<file path="src/rtl/ctrlport_pkg.sv">
package ctrlport_pkg;

    localparam int ADDR_W    = 16;
    localparam int DATA_W    = 8;
    localparam int NUM_PORTS = 2;

    localparam logic [ADDR_W-1:0] CTRL_ADDR_DEF = 16'h4016;
    localparam logic [ADDR_W-1:0] PORT_BASE_DEF = 16'h4016;
    localparam logic [ADDR_W-1:0] DMA_ADDR_DEF  = 16'hC000;

    typedef enum logic [1:0] {
        ACC_IDLE,
        ACC_WRITE,
        ACC_READ
    } acc_kind_t;

    typedef struct packed {
        logic              en;
        logic              rd;
        logic [ADDR_W-1:0] addr;
        logic [DATA_W-1:0] wdata;
    } bus_req_t;

    function automatic acc_kind_t acc_kind(bus_req_t r);
        if (!r.en) return ACC_IDLE;
        return r.rd ? ACC_READ : ACC_WRITE;
    endfunction

    function automatic logic is_read_of(bus_req_t r, logic [ADDR_W-1:0] a);
        return (acc_kind(r) == ACC_READ) && (r.addr == a);
    endfunction

    function automatic logic is_write_of(bus_req_t r, logic [ADDR_W-1:0] a);
        return (acc_kind(r) == ACC_WRITE) && (r.addr == a);
    endfunction

endpackage

</file>
<file path="src/rtl/ctrlport_clkgen.sv">
module ctrlport_clkgen
    import ctrlport_pkg::*;
#(
    parameter int                NPORTS    = NUM_PORTS,
    parameter logic [ADDR_W-1:0] PORT_BASE = PORT_BASE_DEF,
    parameter logic [ADDR_W-1:0] DMA_ADDR  = DMA_ADDR_DEF
) (
    input  logic              clk,
    input  logic              rst,
    input  bus_req_t          req,
    input  logic              glitch,
    output logic [NPORTS-1:0] clk_n_q,
    output logic [NPORTS-1:0] fall
);

    bus_req_t          eff;
    logic [NPORTS-1:0] clk_n_d;

    // The address the decode really sees: a DMA fetch can replace it.
    always_comb begin
        eff = req;
        if (glitch) eff.addr = DMA_ADDR;
    end

    for (genvar p = 0; p < NPORTS; p++) begin : g_port
        localparam logic [ADDR_W-1:0] MY_ADDR = PORT_BASE + ADDR_W'(p);

        assign clk_n_d[p] = !is_read_of(eff, MY_ADDR);

        always_ff @(posedge clk) begin
            if (rst) clk_n_q[p] <= 1'b1;
            else     clk_n_q[p] <= clk_n_d[p];
        end

        assign fall[p] = clk_n_q[p] & ~clk_n_d[p];
    end


    glitch_releases_clk_chk: assert property (@(posedge clk) disable iff (rst)
        (glitch && acc_kind(req) == ACC_READ) |=> (&clk_n_q));


    one_port_clocked_chk: assert property (@(posedge clk) disable iff (rst)
        $countones(~clk_n_q) <= 1);

endmodule

</file>
<file path="src/rtl/ctrlport_strobe_reg.sv">
module ctrlport_strobe_reg
    import ctrlport_pkg::*;
#(
    parameter logic [ADDR_W-1:0] CTRL_ADDR = CTRL_ADDR_DEF
) (
    input  logic     clk,
    input  logic     rst,
    input  bus_req_t req,
    output logic     strobe_q
);

    always_ff @(posedge clk) begin
        if (rst)                           strobe_q <= 1'b0;
        else if (is_write_of(req, CTRL_ADDR)) strobe_q <= req.wdata[0];
    end


    strobe_follows_write_chk: assert property (@(posedge clk) disable iff (rst)
        (req.en && !req.rd && req.addr == CTRL_ADDR) |=> (strobe_q == $past(req.wdata[0])));


    strobe_holds_chk: assert property (@(posedge clk) disable iff (rst)
        !(req.en && !req.rd && req.addr == CTRL_ADDR) |=> $stable(strobe_q));

endmodule

</file>
<file path="src/rtl/ctrlport_rx_bit.sv">
module ctrlport_rx_bit (
    input  logic clk,
    input  logic rst,
    input  logic fall,
    input  logic din,
    output logic bit_q
);

    always_ff @(posedge clk) begin
        if (rst)       bit_q <= 1'b0;
        else if (fall) bit_q <= din;
    end


    latch_only_on_fall_chk: assert property (@(posedge clk) disable iff (rst)
        !$past(fall) |-> $stable(bit_q));

endmodule

</file>
<file path="src/rtl/ctrlport_bus_if.sv">
module ctrlport_bus_if
    import ctrlport_pkg::*;
#(
    parameter int                NPORTS    = NUM_PORTS,
    parameter logic [ADDR_W-1:0] CTRL_ADDR = CTRL_ADDR_DEF,
    parameter logic [ADDR_W-1:0] PORT_BASE = PORT_BASE_DEF,
    parameter logic [ADDR_W-1:0] DMA_ADDR  = DMA_ADDR_DEF
) (
    input  logic              clk,
    input  logic              rst,
    input  logic              bus_en,
    input  logic              bus_rd,
    input  logic [ADDR_W-1:0] bus_addr,
    input  logic [DATA_W-1:0] bus_wdata,
    input  logic              dma_glitch,
    input  logic [NPORTS-1:0] pad_data,
    output logic [DATA_W-1:0] bus_rdata,
    output logic              pad_strobe,
    output logic [NPORTS-1:0] pad_clk_n
);

    localparam int PSEL_W = (NPORTS > 1) ? $clog2(NPORTS) : 1;

    bus_req_t          req;
    logic [NPORTS-1:0] fall;
    logic [NPORTS-1:0] bit_q;
    logic [PSEL_W-1:0] rd_port_q;

    assign req = '{en: bus_en, rd: bus_rd, addr: bus_addr, wdata: bus_wdata};

    ctrlport_strobe_reg #(.CTRL_ADDR(CTRL_ADDR)) u_strobe (
        .clk      (clk),
        .rst      (rst),
        .req      (req),
        .strobe_q (pad_strobe)
    );

    ctrlport_clkgen #(
        .NPORTS    (NPORTS),
        .PORT_BASE (PORT_BASE),
        .DMA_ADDR  (DMA_ADDR)
    ) u_clkgen (
        .clk     (clk),
        .rst     (rst),
        .req     (req),
        .glitch  (dma_glitch),
        .clk_n_q (pad_clk_n),
        .fall    (fall)
    );

    for (genvar p = 0; p < NPORTS; p++) begin : g_rx
        ctrlport_rx_bit u_rx (
            .clk   (clk),
            .rst   (rst),
            .fall  (fall[p]),
            .din   (pad_data[p]),
            .bit_q (bit_q[p])
        );
    end

    // Remember which port was read last so the bus returns its bit.
    always_ff @(posedge clk) begin
        if (rst) begin
            rd_port_q <= '0;
        end else begin
            for (int p = 0; p < NPORTS; p++) begin
                if (fall[p]) rd_port_q <= PSEL_W'(p);
            end
        end
    end

    always_comb begin
        bus_rdata    = '0;
        bus_rdata[0] = bit_q[rd_port_q];
    end

    for (genvar p = 0; p < NPORTS; p++) begin : g_chk

        port_clk_decode_chk: assert property (@(posedge clk) disable iff (rst)
            !$past(rst) |-> (!pad_clk_n[p] == $past(bus_en && bus_rd && !dma_glitch &&
                                                  bus_addr == PORT_BASE + ADDR_W'(p))));


        rdata_captures_pad_chk: assert property (@(posedge clk) disable iff (rst)
            $fell(pad_clk_n[p]) |-> (bus_rdata[0] == $past(pad_data[p])));


        rdata_held_in_read_chk: assert property (@(posedge clk) disable iff (rst)
            (!pad_clk_n[p] && $past(!pad_clk_n[p])) |-> $stable(bus_rdata));
    end

endmodule

</file>
<file path="config.mk">
export PLATFORM = sky130hd
export DESIGN_NAME = ctrlport_bus_if
export DESIGN_NICKNAME = d
export VERILOG_FILES = /design/src/rtl/ctrlport_pkg.sv /design/src/rtl/ctrlport_clkgen.sv /design/src/rtl/ctrlport_strobe_reg.sv /design/src/rtl/ctrlport_rx_bit.sv /design/src/rtl/ctrlport_bus_if.sv
export SDC_FILE = /design/constraint.sdc
export NUM_CORES = 1
export LEC_CHECK = 0
export BUFFER_PORTS_ARGS = -buffer_cell sky130_fd_sc_hd__buf_2
export CORE_AREA = 2 2 39 41
export CTS_CLUSTER_DIAMETER = 120
export DETAILED_ROUTE_END_ITERATION = 7
export DIE_AREA = 0 0 41 43
export PLACE_DENSITY = 0.72
export SKIP_CTS_REPAIR_TIMING = 1
export SYNTH_ARGS = -nofsm -noshare
export SYNTH_HDL_FRONTEND = slang
export SYNTH_HIERARCHICAL = 1
export SYNTH_SLANG_ARGS = --single-unit
</file>
<file path="constraint.sdc">
create_clock -name clk -period 3.2 [get_ports clk]
set_input_delay 0.48 -clock clk [delete_from_list [all_inputs] [get_ports clk]]
set_output_delay 0.48 -clock clk [all_outputs]
set_load 0.05 [all_outputs]
</file>
==> results.yml <==
status:
  outcome: "complete, no violations"
global_route:
  grt_usage_pct: 13.35
  grt_pass1_vias: 406
  antenna_found_initial: 0
  grt_max_degree: 8
  overflow: 0
  grt_pass1_wl_mm: 1.559
critical_path:
  worstPathArrival_ns: 1.79
  cp-end-kind: "flop"
  path_max_fanout: 4
  rr_startpoint: "u_clkgen/clk_n_q[0]"
  crit_required_ns: 3.34
  crit_type: "input pin to flop"
  ff2ff_path_depth: 3
  worstReg2RegEnd: "g_rx[0].u_rx/bit_q"
  reg2reg_setup_slack_ns: 2.10
  crit_path_start_kind: "input pin"
routing:
  drcViolationCount: 0
  drt_iter0_markers: 8
  antenna_left: 0
  wl_per_cell_um: 10.11
  firstDrtPassIters: 3
  vias: 398
  viasPerCell: 4.523
  routed_wl_um: 890
final_layout:
  layout-drive-gt1-share_pct: 50.00
  design_area_um2: 560.5
  nFillCells: 153
  area_delta_synth_final_pct: 35.76
  antenna_cells: 0
  final-instance-count-excl-fill: 88
  seq_area_um2: 120.1
  multi_input_comb_area_um2: 255.2
  final_nets: 105
synthesis:
  synth_area_um2: 412.9
  synth-edff-count: 0
  synth.distinct_cells: 22
  synth_area_leaders: "dfxtp_1, buf_4, nor4_2, mux2i_1, nand2b_1"
  avgSynthCellArea_um2: 9.602
  yosysWarnings: 6
  ys_ff_latch: 6
  seq_area_frac_synth_pct: 29.09
  netlist_top_cells_count: "buf_4, dfxtp_1, mux2i_1, nand2b_1, nor4_2"
  synthFlopType: "dfxtp_1"
  synth_largest_area_cell: "dfxtp_1"
  yosysMostFrequentCell: "buf_4"
  netlist_instances: 43
  async_reset_ff_share_pct: 0
  synth_top_cell_area_share_pct: 29.09
clock_network:
  htree_levels: 1
  cts_max_path_buffers: 2
  insertion_delay_ns: 0.24
  cts_buffers: 3
  cts.sinks: 6
  root_buffer: "clkbuf_4"
  tritoncts: "built"
  clk_pin_slew_ns: 0.04
sta:
  slew_viol_final: 0
  setup_viol_count_final: 0
  finalSetupTns_ns: 0
  hold_viol: 0
  hold_ws_ns: 0.4667
  fin_crit_ns: 1.653
  fin_skew_ns: 0.002271
  fmax_mhz: 604.9
  rsz0062_at_grt: "false"
  timing.final.ws_setup_ns: 1.547
  min_period_over_period_pct: 51.66
placement:
  post-place-ws_ns: 1.273
  place_area_um2: 538.0
  placed_cells: 85
  gp_congestion: 0.7920
  port_buffers: 27
  dp_hpwl_um: 798.9
floorplan:
  initial_core_util_pct: 29.84
  ios: 42
  die_area_um2: 1763
  row_count: 14
  die_w_um: 41
  core-area_um2: 1384
  die_y_um: 43
worst_hold_path:
  min_to: "u_strobe/strobe_q"
  min-delay-start: "u_strobe/strobe_q"
  hold_class: "flop to flop"
  hold_depth: 2
pwr:
  power_density_nw_per_um2: 332.3
  irDropWorstVdd_mv: 0.1892
  power_leakage_nw: 0.2425
flow_run:
  max_cap_violations: 0
[metrics by stage]
step	utilization (%)	power (mW)
floorplan	-	0.1062
detailed placement	38.88	0.1189
global placement	38.88	0.1183
global route	40.51	0.2005
finish	40.51	0.1863
CTS	40.51	0.1898
[cell usage in the layout (no fill, tap or decap), drive strengths merged, types with 2 or more instances in the layout]
master  instances
nor4b           2
buf            27
dfxtp           6
nor2            2
inv             2
nand2           2
conb            7
nand2b          3
clkbuf          3
mux2i           3
nor4            4
or4             2
[sequential cells by signal, indices dropped and copies added, names as in the netlist]
signal	flops
g_rx.u_rx/bit_q	2
rd_port_q	1
u_clkgen/clk_n_q	2
u_strobe/strobe_q	1
[power by group]
group | switching [mW] | total [mW] | internal [mW]
Sequential | 0.000000115 | 0.0750 | 0.0750
Combinational | 0.0283 | 0.0425 | 0.0141
Clock | 0.0264 | 0.0688 | 0.0423
Total | 0.0547 | 0.186 | 0.132
[area by class of cell]
type                            instances  area share (%)
Sequential cell                         6           21.43
Multi-Input combinational cell         34           45.54
Clock buffer                            3           4.018
Inverter                                2           1.339
Tap cell                               16           3.571
Timing Repair Buffer                   27           24.11
[critical path: stages]
cell and delay (ns):
buf_2 0.11, nor4_2 0.25, nand4b_1 0.19, nor4b_1 0.47
mux2i_1 0.23, nor2_1 0.05
[per-layer routing]
metal,global-route usage (%),share of wire (%)
met2,22.19,55
met1,12.86,35
met5,0,0
met4,2.667,0
met3,9.424,9.3
[cell families after synthesis]
| kind of cell | share of synthesized area, % |
|---|---|
| flip-flops | 29.09 |
| buffers and inverters | 14.55 |
| other | 0.9082 |
| AO/OA/AOI/OAI | 1.211 |
| AND/OR/NAND/NOR | 43.33 |
| multiplexers | 10.91 |
[how the worst max path moves through the flow]
| stage | start | end | slack, ns | cells past startpoint |
|---|---|---|---|---|
| 2_1_floorplan | bus_addr[6] | g_rx[0].u_rx/bit_q | 1.55 | 5 |
| 3_3_place_gp | bus_addr[6] | g_rx[0].u_rx/bit_q | 1.29 | 6 |
| 3_5_place_dp | bus_addr[6] | g_rx[0].u_rx/bit_q | 1.27 | 6 |
| 4_1_cts | bus_addr[6] | g_rx[0].u_rx/bit_q | 1.53 | 6 |
| 5_1_grt | bus_addr[6] | g_rx[0].u_rx/bit_q | 1.37 | 6 |
| 6_report | bus_addr[6] | g_rx[0].u_rx/bit_q | 1.55 | 6 |
(Power assumes the default switching activity.)
